$ cat config.mk
export PLATFORM = sky130hd
export DESIGN_NAME = booth_seq_mult
export DESIGN_NICKNAME = d
export VERILOG_FILES = /design/src/rtl/booth_mult_pkg.sv /design/src/rtl/booth_recoder.sv /design/src/rtl/booth_addsub.sv /design/src/rtl/booth_ctrl.sv /design/src/rtl/booth_seq_mult.sv
export SDC_FILE = /design/constraint.sdc
export NUM_CORES = 1
export LEC_CHECK = 0
export CAP_MARGIN = 25
export CELL_PAD_IN_SITES_DETAIL_PLACEMENT = 1
export CELL_PAD_IN_SITES_GLOBAL_PLACEMENT = 1
export CORE_MARGIN = 2
export CORE_UTILIZATION = 39
export DETAILED_ROUTE_END_ITERATION = 10
export PLACE_DENSITY = 0.85
export SKIP_CTS_REPAIR_TIMING = 1
export SYNTH_ARGS = -nofsm -noshare
export SYNTH_HDL_FRONTEND = slang
export SYNTH_SLANG_ARGS = --single-unit
export TNS_END_PERCENT = 1
$ cat constraint.sdc
create_clock -name clk -period 3.2 [get_ports clk]
set_input_delay 0.64 -clock clk [delete_from_list [all_inputs] [get_ports clk]]
set_output_delay 0.64 -clock clk [all_outputs]
set_load 0.005 [all_outputs]
$ cat src/rtl/booth_mult_pkg.sv
package booth_mult_pkg;

   typedef enum logic [1:0] {
      BOOTH_HOLD = 2'd0,
      BOOTH_ADD  = 2'd1,
      BOOTH_SUB  = 2'd2
   } booth_op_e;

endpackage

$ cat src/rtl/booth_recoder.sv
module booth_recoder
   import booth_mult_pkg::*;
(
   input  logic      cur_bit_i,
   input  logic      prev_bit_i,
   output booth_op_e op_o
);

   always_comb begin
      unique case ({cur_bit_i, prev_bit_i})
         2'b01:   op_o = BOOTH_ADD;
         2'b10:   op_o = BOOTH_SUB;
         default: op_o = BOOTH_HOLD;
      endcase
   end

endmodule

$ cat src/rtl/booth_addsub.sv
module booth_addsub
   import booth_mult_pkg::*;
#(
   parameter int WIDTH   = 8,
   parameter bit XOR_SUB = 1'b1
) (
   input  logic [WIDTH:0]   acc_i,
   input  logic [WIDTH-1:0] mcand_i,
   input  booth_op_e        op_i,
   output logic [WIDTH:0]   sum_o
);

   localparam int EXT_W = WIDTH + 1;

   logic [EXT_W-1:0] mcand_ext;
   assign mcand_ext = {mcand_i[WIDTH-1], mcand_i};

   generate
      if (XOR_SUB) begin : g_xor
         // One adder: invert through XOR and inject +1 on subtract.
         logic             do_sub;
         logic [EXT_W-1:0] addend;
         assign do_sub = (op_i == BOOTH_SUB);
         assign addend = (op_i == BOOTH_HOLD) ? '0
                         : (mcand_ext ^ {EXT_W{do_sub}});
         assign sum_o  = acc_i + addend + {{(EXT_W-1){1'b0}}, do_sub};
      end else begin : g_mux
         always_comb begin
            unique case (op_i)
               BOOTH_ADD: sum_o = acc_i + mcand_ext;
               BOOTH_SUB: sum_o = acc_i - mcand_ext;
               default:   sum_o = acc_i;
            endcase
         end
      end
   endgenerate

endmodule

$ cat src/rtl/booth_ctrl.sv
module booth_ctrl #(
   parameter int WIDTH = 8
) (
   input  logic clk,
   input  logic rst_n,
   input  logic start_i,
   output logic load_o,
   output logic step_o,
   output logic busy_o,
   output logic done_o
);

   localparam int CNT_W = $clog2(WIDTH + 1);
   localparam logic [CNT_W-1:0] LAST = CNT_W'(WIDTH - 1);

   logic [CNT_W-1:0] cnt_q;
   logic             busy_q;
   logic             done_q;

   assign load_o = start_i && !busy_q;
   assign step_o = busy_q;
   assign busy_o = busy_q;
   assign done_o = done_q;

   always_ff @(posedge clk or negedge rst_n) begin
      if (!rst_n) begin
         cnt_q  <= '0;
         busy_q <= 1'b0;
         done_q <= 1'b0;
      end else begin
         done_q <= 1'b0;
         if (load_o) begin
            cnt_q  <= '0;
            busy_q <= 1'b1;
         end else if (busy_q) begin
            cnt_q <= cnt_q + 1'b1;
            if (cnt_q == LAST) begin
               busy_q <= 1'b0;
               done_q <= 1'b1;
            end
         end
      end
   end

   // the strobe lasts one cycle and never overlaps busy
   a_r2_done_pulse: assert property (@(posedge clk) disable iff (!rst_n)
      done_o |=> !done_o);
   a_r2_done_not_busy: assert property (@(posedge clk) disable iff (!rst_n)
      !(done_o && busy_o));
   a_r2_done_after_busy: assert property (@(posedge clk) disable iff (!rst_n)
      $rose(done_o) |-> $past(busy_o));
   a_r2_count_range: assert property (@(posedge clk) disable iff (!rst_n)
      busy_o |-> (cnt_q <= LAST));

endmodule

$ cat src/rtl/booth_seq_mult.sv
module booth_seq_mult
   import booth_mult_pkg::*;
#(
   parameter int WIDTH   = 8,
   parameter bit XOR_SUB = 1'b1
) (
   input  logic                 clk,
   input  logic                 rst_n,
   input  logic                 start_i,
   input  logic [WIDTH-1:0]     multiplicand_i,
   input  logic [WIDTH-1:0]     multiplier_i,
   output logic                 busy_o,
   output logic                 done_o,
   output logic [2*WIDTH-1:0]   product_o
);

   localparam int ACC_W  = WIDTH + 1;
   localparam int PROD_W = 2 * WIDTH;

   generate
      if (WIDTH < 2) begin : g_bad_width
         $error("booth_seq_mult: WIDTH must be at least 2");
      end
   endgenerate

   logic [ACC_W-1:0] acc_q;
   logic [WIDTH-1:0] mplr_q;
   logic [WIDTH-1:0] mcand_q;
   logic             prev_q;

   logic             load;
   logic             step;
   booth_op_e        op;
   logic [ACC_W-1:0] sum;

   booth_ctrl #(.WIDTH(WIDTH)) u_ctrl (
      .clk     (clk),
      .rst_n   (rst_n),
      .start_i (start_i),
      .load_o  (load),
      .step_o  (step),
      .busy_o  (busy_o),
      .done_o  (done_o)
   );

   booth_recoder u_rec (
      .cur_bit_i  (mplr_q[0]),
      .prev_bit_i (prev_q),
      .op_o       (op)
   );

   booth_addsub #(.WIDTH(WIDTH), .XOR_SUB(XOR_SUB)) u_add (
      .acc_i   (acc_q),
      .mcand_i (mcand_q),
      .op_i    (op),
      .sum_o   (sum)
   );

   always_ff @(posedge clk or negedge rst_n) begin
      if (!rst_n) begin
         acc_q   <= '0;
         mplr_q  <= '0;
         mcand_q <= '0;
         prev_q  <= 1'b0;
      end else if (load) begin
         acc_q   <= '0;
         mplr_q  <= multiplier_i;
         mcand_q <= multiplicand_i;
         prev_q  <= 1'b0;
      end else if (step) begin
         // arithmetic shift of {sum, mplr, prev} by one
         acc_q   <= {sum[ACC_W-1], sum[ACC_W-1:1]};
         mplr_q  <= {sum[0], mplr_q[WIDTH-1:1]};
         prev_q  <= mplr_q[0];
      end
   end

   assign product_o = {acc_q[WIDTH-1:0], mplr_q};

   // headroom bit always matches the sign of the upper half
   a_r7_no_overflow: assert property (@(posedge clk) disable iff (!rst_n)
      acc_q[ACC_W-1] == acc_q[WIDTH-1]);
   // a start during an operation leaves the captured multiplicand alone
   a_r4_start_ignored: assert property (@(posedge clk) disable iff (!rst_n)
      (busy_o && start_i) |=> (mcand_q == $past(mcand_q)));
   // the idle product does not move without an accepted start
   a_r5_hold: assert property (@(posedge clk) disable iff (!rst_n)
      (!busy_o && !start_i) |=> $stable(product_o));
   // the previous bit is the one just shifted out
   a_r6_prev_bit: assert property (@(posedge clk) disable iff (!rst_n)
      busy_o |=> (prev_q == $past(mplr_q[0])));

endmodule

Word level (Yosys, flattened, before mapping)
Index checks and enable logic that the tools add are counted.
- register bits after elaboration: 32
- output and inout bits: 18
- logic and storage cells: 35
- input bits: 19
- bitwise logic cells: 1
- add/subtract/negate cells: 3
- eq/ne operators: 4
- multiplexer cells: 16
- reductions and logical operators: 4
- operators with widths (cell ; number):
    9-bit two-way mux ; 3
    8-bit two-way mux ; 2
    9-bit by 1-bit adder with 9-bit output ; 1
    9-bit adder ; 1
    9-bit bitwise XOR ; 1
    1-bit two-way mux ; 8
    4-bit two-way mux ; 2
    4-bit by 1-bit adder with 4-bit output (second input constant) ; 1
    2-bit == test (second input constant) ; 2
    4-bit by 3-bit == test with 1-bit output (second input constant) ; 1
    2-bit case mux with 2 select lines ; 1
    2-bit by 1-bit == test with 1-bit output (second input constant) ; 1
    2-bit zero test ; 1
    2-bit nonzero test ; 1
    1-bit logical AND ; 1
    1-bit zero test ; 1

Depth between registers and ports, before layout
Gate-level depths: netlist (run 1).
- depth after elaboration: 9
- mapped depth: 12
- gate-level depth less buffers: 11

By module
From an unflattened synthesis (run 1), not the netlist that was laid out.
- cells, all modules: 170
- area total of the unflattened synthesis: 1845.5 um^2
- modules (own cells, without submodules) (module ; seq. area each (um^2) ; area each (um^2) ; instances ; cells each):
    booth_seq_mult ; 625.6 ; 1072.3 ; 1 ; 81
    booth_addsub ; 0.0 ; 494.2 ; 1 ; 68
    booth_ctrl ; 150.1 ; 264.0 ; 1 ; 19
    booth_recoder ; 0.0 ; 15.0 ; 1 ; 2

Worst setup path after synthesis (run 1)
No wires, ideal clock.
- path kind: register to register
- start point: register mplr_q[0]
- end point: register acc_q[3]
- cell stages (with the launch flop): 12
- data required time: 3.078 ns
- arrival: 2.452 ns
- library setup time: 0.122 ns
- setup slack: 0.626 ns
- period minus slack after synthesis: 2.574 ns
- buffers on the path: 1
- cell sequence: dfrtp_1 ha_1 buf_2 xnor2_1 nor2_1 fa_1 inv_1 fa_1 nor2b_4 o21a_1 or3_1 a32o_1
- longest elaborated chain between the ends: 9
- elaborated cells on any way between the ends: 11
- those cells by class: add/sub: 2; eq/ne: 3; mux: 4; bitwise: 1; reduce/logical: 1
- RTL lines (item ; RTL line ; source):
    start: declaration ; booth_seq_mult.sv:27 ; logic [WIDTH-1:0] mplr_q;
    start signal: assignment ; booth_seq_mult.sv:67 ; mplr_q <= multiplier_i;
    start signal: assignment ; booth_seq_mult.sv:73 ; mplr_q <= {sum[0], mplr_q[WIDTH-1:1]};
    2-bit == test or 2-bit by 1-bit == test with 1-bit output (tied branches) ; booth_recoder.sv:10 ; unique case ({cur_bit_i, prev_bit_i})
    2-bit case mux with 2 select lines (*) ; booth_recoder.sv:10 ;
    2-bit == test ; booth_addsub.sv:23 ; assign do_sub = (op_i == BOOTH_SUB);
    9-bit bitwise XOR ; booth_addsub.sv:25 ; : (mcand_ext ^ {EXT_W{do_sub}});
    9-bit two-way mux ; booth_addsub.sv:24 ; assign addend = (op_i == BOOTH_HOLD) ? '0
    9-bit adder ; booth_addsub.sv:26 ; assign sum_o = acc_i + addend + {{(EXT_W-1){1'b0}}, do_sub};
    9-bit by 1-bit adder with 9-bit output (*) ; booth_addsub.sv:26 ;
    9-bit two-way mux (*) ; booth_seq_mult.sv:70 ; end else if (step) begin
    9-bit two-way mux (*) ; booth_seq_mult.sv:65 ; end else if (load) begin
    end signal: assignment ; booth_seq_mult.sv:72 ; acc_q <= {sum[ACC_W-1], sum[ACC_W-1:1]};
    end: declaration ; booth_seq_mult.sv:26 ; logic [ACC_W-1:0] acc_q;
Mark *: on every way between the ends. The rest lies on a longest branch, timed or not. The select of a mux whose other input is x is not followed.
A chain may end at the register's enable or synchronous reset.

Final worst setup path (run 1)
- start point: register prev_q
- end point: register acc_q[5]
- longest elaborated chain between the ends: 9
- elaborated cells on any way between the ends: 11
- those cells by class: add/sub: 2; eq/ne: 3; mux: 4; bitwise: 1; reduce/logical: 1
- RTL lines (item ; RTL line ; source):
    start: declaration ; booth_seq_mult.sv:29 ; logic prev_q;
    start signal: assignment ; booth_seq_mult.sv:74 ; prev_q <= mplr_q[0];
    2-bit == test or 2-bit by 1-bit == test with 1-bit output (tied branches) ; booth_recoder.sv:10 ;
    2-bit case mux with 2 select lines (*) ; booth_recoder.sv:10 ;
    2-bit == test ; booth_addsub.sv:23 ;
    9-bit bitwise XOR ; booth_addsub.sv:25 ;
    9-bit two-way mux ; booth_addsub.sv:24 ;
    9-bit adder ; booth_addsub.sv:26 ;
    9-bit by 1-bit adder with 9-bit output (*) ; booth_addsub.sv:26 ;
    9-bit two-way mux (*) ; booth_seq_mult.sv:70 ;
    9-bit two-way mux (*) ; booth_seq_mult.sv:65 ;
Marked as above.

==> results.json, run 1 <==
{
  "async_reset_ff_share_pct": 100.0,
  "p_leak_nw": 1.001,
  "timing.max_slew.rel_slack_pct": 43.06,
  "antenna_found_initial": 0,
  "crit_required_ns": 3.38,
  "io_buffers": 36,
  "dieArea_mm2": 0.004955,
  "worstMarginPinSlew_ns": 0.8510,
  "cts.path.max_buffers": 2,
  "drive_above_1_share_pct": 9.901,
  "final_hold_viol_count": 0,
  "dr.first_iter.drc_count": 70,
  "avgSynthCellArea_um2": 10.48,
  "tns_ns": 0,
  "crit_path_end_kind": "register",
  "critPathLaunchType": "register",
  "powerDensity_mw_per_mm2": 1291,
  "grt_pass1_wl_um": 7024,
  "areaGrowthSynthToFinish_pct": 30.42,
  "cts_sinks": 31,
  "status": "complete, no violations",
  "grt_max_degree": 32,
  "die_w_um": 70.40,
  "wire_per_inst_um": 16.54,
  "drv_cap": 0,
  "ioPinCount": 37,
  "die_h_um": 70.40,
  "ys_types": 37,
  "num-nets-final": 231,
  "fillers": 486,
  "track_usage_pct": 18.49,
  "grt_pass1_vias": 1510,
  "synthesis.nets": 194,
  "routed_wirelength_um": 4200,
  "gp_congestion": 0.7888,
  "path_max_fanout": 9,
  "regArea_um2": 775.7,
  "critPathArrivalTime_ns": 3.10,
  "synthCells": 164,
  "dr.pass1.iters": 4,
  "dpl.hpwl_um": 3214,
  "synth-seq-area-share_pct": 45.12,
  "htree_levels": 2,
  "fmax_mhz": 342.4,
  "finalMaxSlewViolations": 0,
  "cts_root_buf": "clkbuf_8",
  "vias_per_cell": 5.382,
  "fin_skew_ns": 0.006996,
  "synth_edf_count": 0,
  "worstSetupPathType": "register to register",
  "rows": 24,
  "yosysWarnings": 0,
  "grt_overflow": 0,
  "ir_drop_mv": 0.6715,
  "synth_seq_cells": 31,
  "ant_nets": 0,
  "synth_ff_type": "dfrtp_1",
  "whs_ns": 0.5185,
  "holdCritPathClass": "register to register",
  "diodes": 0,
  "clkLatencyLatePin_ns": 0.29,
  "cts_buffers": 5,
  "multiInputGateArea_um2": 874.6,
  "clk_pin_slew_ns": 0.07,
  "fin_crit_ns": 2.920,
  "core_mm2": 0.004294,
  "remaining_drc_errors": 0,
  "cts_tree": "yes",
  "rsz0062_at_grt": "no",
  "fin_crit_sh_pct": 91.26,
  "syn_area_mm2": 0.001719,
  "setup_viol": 0,
  "initial_core_util_pct": 40.03,
  "vias": 1367
}
-- power breakdown --
part           leakage (nW)  internal [mW]  switching (mW)  total [mW]
logic                 0.567          0.873           0.827        1.70
clock network        0.0612          0.252           0.149       0.401
registers             0.373          0.612           0.183       0.795
-- per-layer routing --
layer / track usage, % / vias up / routed length, um
li1: - / 650 / -
met1: 20.39 / 673 / 1644
met2: 31.66 / 35 / 2240
met3: 6.061 / 9 / 216
met4: 9.188 / 0 / 99
met5: 0 / - / 0
-- worst paths after layout --
check	startpoint	endpoint	slack, ns	cells past startpoint
hold / removal	mplr_q[4]	mplr_q[3]	0.52	2
hold reg to reg	mplr_q[4]	mplr_q[3]	0.52	2
min in group asynchronous	rst_n	u_ctrl.done_o	0.75	2
max in group asynchronous	rst_n	mcand_q[4]	2.16	2
setup / recovery	prev_q	acc_q[5]	0.28	11
setup reg to reg	prev_q	acc_q[5]	0.28	11
-- final cells by class --
class	instances	share of cell area, %
Multi-Input combinational cell	117	39.01
Sequential cell	31	34.60
Tap cell	52	2.902
Timing Repair Buffer	39	17.08
Inverter	7	1.172
Clock buffer	6	3.683
Clock inverter	2	1.563
-- sequential cells by signal, indices dropped and copies added (netlist names) --
| register | cells |
|---|---|
| prev_q | 1 |
| mcand_q | 8 |
| u_ctrl.done_o | 1 |
| u_ctrl.busy_o | 1 |
| mplr_q | 8 |
| u_ctrl.cnt_q | 4 |
| acc_q | 8 |
-- critical path, cell delays in order (launching register included) --
cell and delay (ns):
dfrtp_1 0.37, inv_1 0.08, ha_1 0.49, xnor2_1 0.18, nor2_1 0.07, fa_1 0.42
inv_1 0.10, fa_1 0.26, nor2b_4 0.06, o31ai_1 0.38, nand3_1 0.14, a32o_1 0.27
-- cells in the mapped netlist (4+ instances only) --
library cell | count | area share (%)
inv_1 | 7 | 1.5
mux2i_1 | 9 | 5.2
mux2_2 | 8 | 5.2
dfrtp_1 | 31 | 45
nor2_1 | 11 | 2.4
ha_1 | 9 | 6.6
o21ai_0 | 16 | 4.7
xnor2_1 | 9 | 4.6
o31ai_1 | 5 | 2.2
buf_2 | 4 | 1.2
nand2_1 | 15 | 3.3
-- placed cells by master, fill, tap and decap left out, types with 5 or more instances in the layout --
| cell | Yosys | final |
|---|---|---|
| mux2i_1 | 9 | 9 |
| clkdlybuf4s50_1 | 0 | 36 |
| xnor2_1 | 9 | 9 |
| clkbuf_8 | 0 | 6 |
| o31ai_1 | 5 | 5 |
| o21ai_0 | 16 | 16 |
| nand2_1 | 15 | 15 |
| ha_1 | 9 | 9 |
| mux2_2 | 8 | 8 |
| nor2_1 | 11 | 11 |
| dfrtp_1 | 31 | 31 |
| inv_1 | 7 | 7 |
-- stage by stage --
step           utilization [%]  setup WS [ns]  cell area [um2]  power [mW]  cells
2_1_floorplan                -         0.6261             1719       1.940    164
3_3_place_gp             49.48         0.4859             2125       2.373    246
3_5_place_dp             49.48         0.3320             2125       2.521    246
4_1_cts                  52.21         0.2683             2242       2.940    254
5_1_grt                  52.21        0.08304             2242       3.160    254
6_report                 52.21         0.2797             2242       2.895    254
-- kinds of logic after synthesis --
kind of cell | count (synthesis) | share of synthesized area [%]
simple gates | 39 | 10.84
compound gates | 38 | 14.56
flops | 31 | 45.12
mux | 17 | 10.48
buf+inv | 16 | 4.003
xor+xnor | 12 | 6.114
fa+ha+maj | 11 | 8.879
Note: power is estimated with default switching activity, not from simulation.
==> run 2: changes to the inputs <==
--- a/config.mk
+++ b/config.mk
@@ -8,6 +8,7 @@
 export CAP_MARGIN = 25
 export CELL_PAD_IN_SITES_DETAIL_PLACEMENT = 1
 export CELL_PAD_IN_SITES_GLOBAL_PLACEMENT = 1
+export CORE_ASPECT_RATIO = 0.8
 export CORE_MARGIN = 2
 export CORE_UTILIZATION = 39
 export DETAILED_ROUTE_END_ITERATION = 10
==> results.json, run 2 (synthesized netlist as in run 1, its figures left out) <==
{
  "status": "complete, no violations",
  "power_mw": 2.864,
  "top_regs": "acc_q: 8 flops, mcand_q: 8 flops, mplr_q: 8 flops",
  "grt_overflow": 0,
  "core_mm2": 0.004204,
  "wl_met1_um": 1795,
  "comb_power_share_pct": 60.9,
  "drv_cap": 0,
  "top_layer_used": "met4",
  "rr_worst_depth": 11,
  "rows": 21,
  "die_h_um": 63.39,
  "initial_core_util_pct": 40.89,
  "io_buffers": 36,
  "vias": 1394,
  "setup_ws_ns": 0.2394,
  "critPathLaunchType": "register",
  "powerDensity_mw_per_mm2": 1275,
  "fin_crit_ns": 2.961,
  "fmax_mhz": 337.8,
  "fillers": 464,
  "power.internal_mw": 1.694,
  "ioPinCount": 37,
  "clkPwrFrac_pct": 11.9,
  "wire_per_inst_um": 16.47,
  "grt_pass1_vias": 1567,
  "wl_met3_um": 178,
  "dpl.hpwl_um": 3246,
  "vias_per_cell": 5.341,
  "crit_end": "acc_q[5]",
  "diodes": 0,
  "startpoint": "prev_q",
  "holdCritPathClass": "register to register",
  "gp_congestion": 0.8550,
  "multiInputGateArea_um2": 874.6,
  "antenna_found_initial": 0,
  "place_inst": 253,
  "cts_sinks": 31,
  "r2r-start": "prev_q",
  "wl_met2_um": 2230,
  "clk_pin_slew_ns": 0.07,
  "p_switching_mw": 1.170,
  "dieArea_mm2": 0.004959,
  "dr.pass1.iters": 4,
  "timing.max_slew.rel_slack_pct": 66.90,
  "ant_nets": 0,
  "regArea_um2": 775.7,
  "p_leak_nw": 1.002,
  "num-nets-final": 233,
  "path_max_fanout": 9,
  "htree_levels": 2,
  "setup_viol": 0,
  "tns_ns": 0,
  "r2r_end": "acc_q[5]",
  "grt_pass1_wl_um": 7465,
  "clkLatencyLatePin_ns": 0.29,
  "track_usage_pct": 19.56,
  "rsz0062_at_grt": "no",
  "crit_path_end_kind": "register",
  "finalMaxSlewViolations": 0,
  "areaGrowthSynthToFinish_pct": 30.64,
  "dr.first_iter.drc_count": 44,
  "worstMarginPinSlew_ns": 0.4922,
  "instances_no_fill": 261,
  "critPathArrivalTime_ns": 3.14,
  "cts_root_buf": "clkbuf_8",
  "switching_share_pct": 40.86,
  "drive_above_1_share_pct": 10.29,
  "layout_commonest_cell": "clkdlybuf4s50_1",
  "cts_buffers": 5,
  "cts.path.max_buffers": 2,
  "final_hold_viol_count": 0,
  "remaining_drc_errors": 0,
  "final_area_mm2": 0.002246,
  "cts_tree": "yes",
  "fin_crit_sh_pct": 92.52,
  "r2r_setup_slack_ns": 0.24,
  "die_w_um": 78.23,
  "crit_required_ns": 3.38,
  "grt_max_degree": 32,
  "pre_cts_ws_ns": 0.3264,
  "fin_skew_ns": 0.008980,
  "ir_drop_mv": 0.5552,
  "routed_wirelength_um": 4298,
  "worstSetupPathType": "register to register",
  "place_area_mm2": 0.002146,
  "final_cell_mix": "clkdlybuf4s50_1, dfrtp_1, o21ai_0",
  "p_seq_share_pct": 27.2
}
-- run 2: metal layers --
metal	global-route usage, %	up-vias
li1	-	659
met1	21.38	695
met2	36.31	29
met3	4.728	11
met4	7.675	0
met5	0	-
-- run 2: area by class of cell --
cell class                      count  area share, %
Clock buffer                        8          4.457
Inverter                            7          1.170
Multi-Input combinational cell    117          38.94
Sequential cell                    31          34.54
Tap cell                           57          3.175
Timing Repair Buffer               41          17.72
-- run 2: worst max-delay path, cell delays in order (launching register included) --
cell and delay, ns:
dfrtp_1 0.37, inv_1 0.07, ha_1 0.46, xnor2_1 0.18, nor2_1 0.08, fa_1 0.42, inv_1 0.10, fa_1 0.26
nor2b_4 0.06, o31ai_1 0.42, nand3_1 0.15, a32o_1 0.28
-- run 2: worst min path at each step --
stage	start	slack, ns	end	cells after the start
global route	mcand_q[4]	0.56	mcand_q[4]	1
floorplan	rst_n	0.34	acc_q[0]	0
detailed placement	mplr_q[3]	0.51	mplr_q[2]	2
global placement	mplr_q[7]	0.49	mplr_q[6]	2
CTS	mplr_q[4]	0.53	mplr_q[3]	2
finish	mplr_q[4]	0.53	mplr_q[3]	2
-- run 2: stage by stage --
step	hold slack (ns)	utilization, %
6_report	0.5253	53.42
2_1_floorplan	0.3444	-
4_1_cts	0.5307	53.42
3_3_place_gp	0.4878	51.04
3_5_place_dp	0.5136	51.04
5_1_grt	0.5612	53.42
-- run 2: power by group through the flow --
stage	Combinational (mW)	Sequential, mW	Clock (mW)
after floorplan	1.18	0.756	0
after CTS	1.77	0.783	0.351
after global placement	1.63	0.767	0
after global routing	1.97	0.808	0.369
after detailed placement	1.74	0.790	0
final	1.75	0.778	0.341
==> run 3: changes to the inputs <==
--- a/config.mk
+++ b/config.mk
@@ -14,6 +14,7 @@
 export DETAILED_ROUTE_END_ITERATION = 10
 export PLACE_DENSITY = 0.85
 export SKIP_CTS_REPAIR_TIMING = 1
+export SLEW_MARGIN = 10
 export SYNTH_ARGS = -nofsm -noshare
 export SYNTH_HDL_FRONTEND = slang
 export SYNTH_SLANG_ARGS = --single-unit
==> results of run 3 <==
No change in the layout: final DEF, timing and power equal those of run 2.
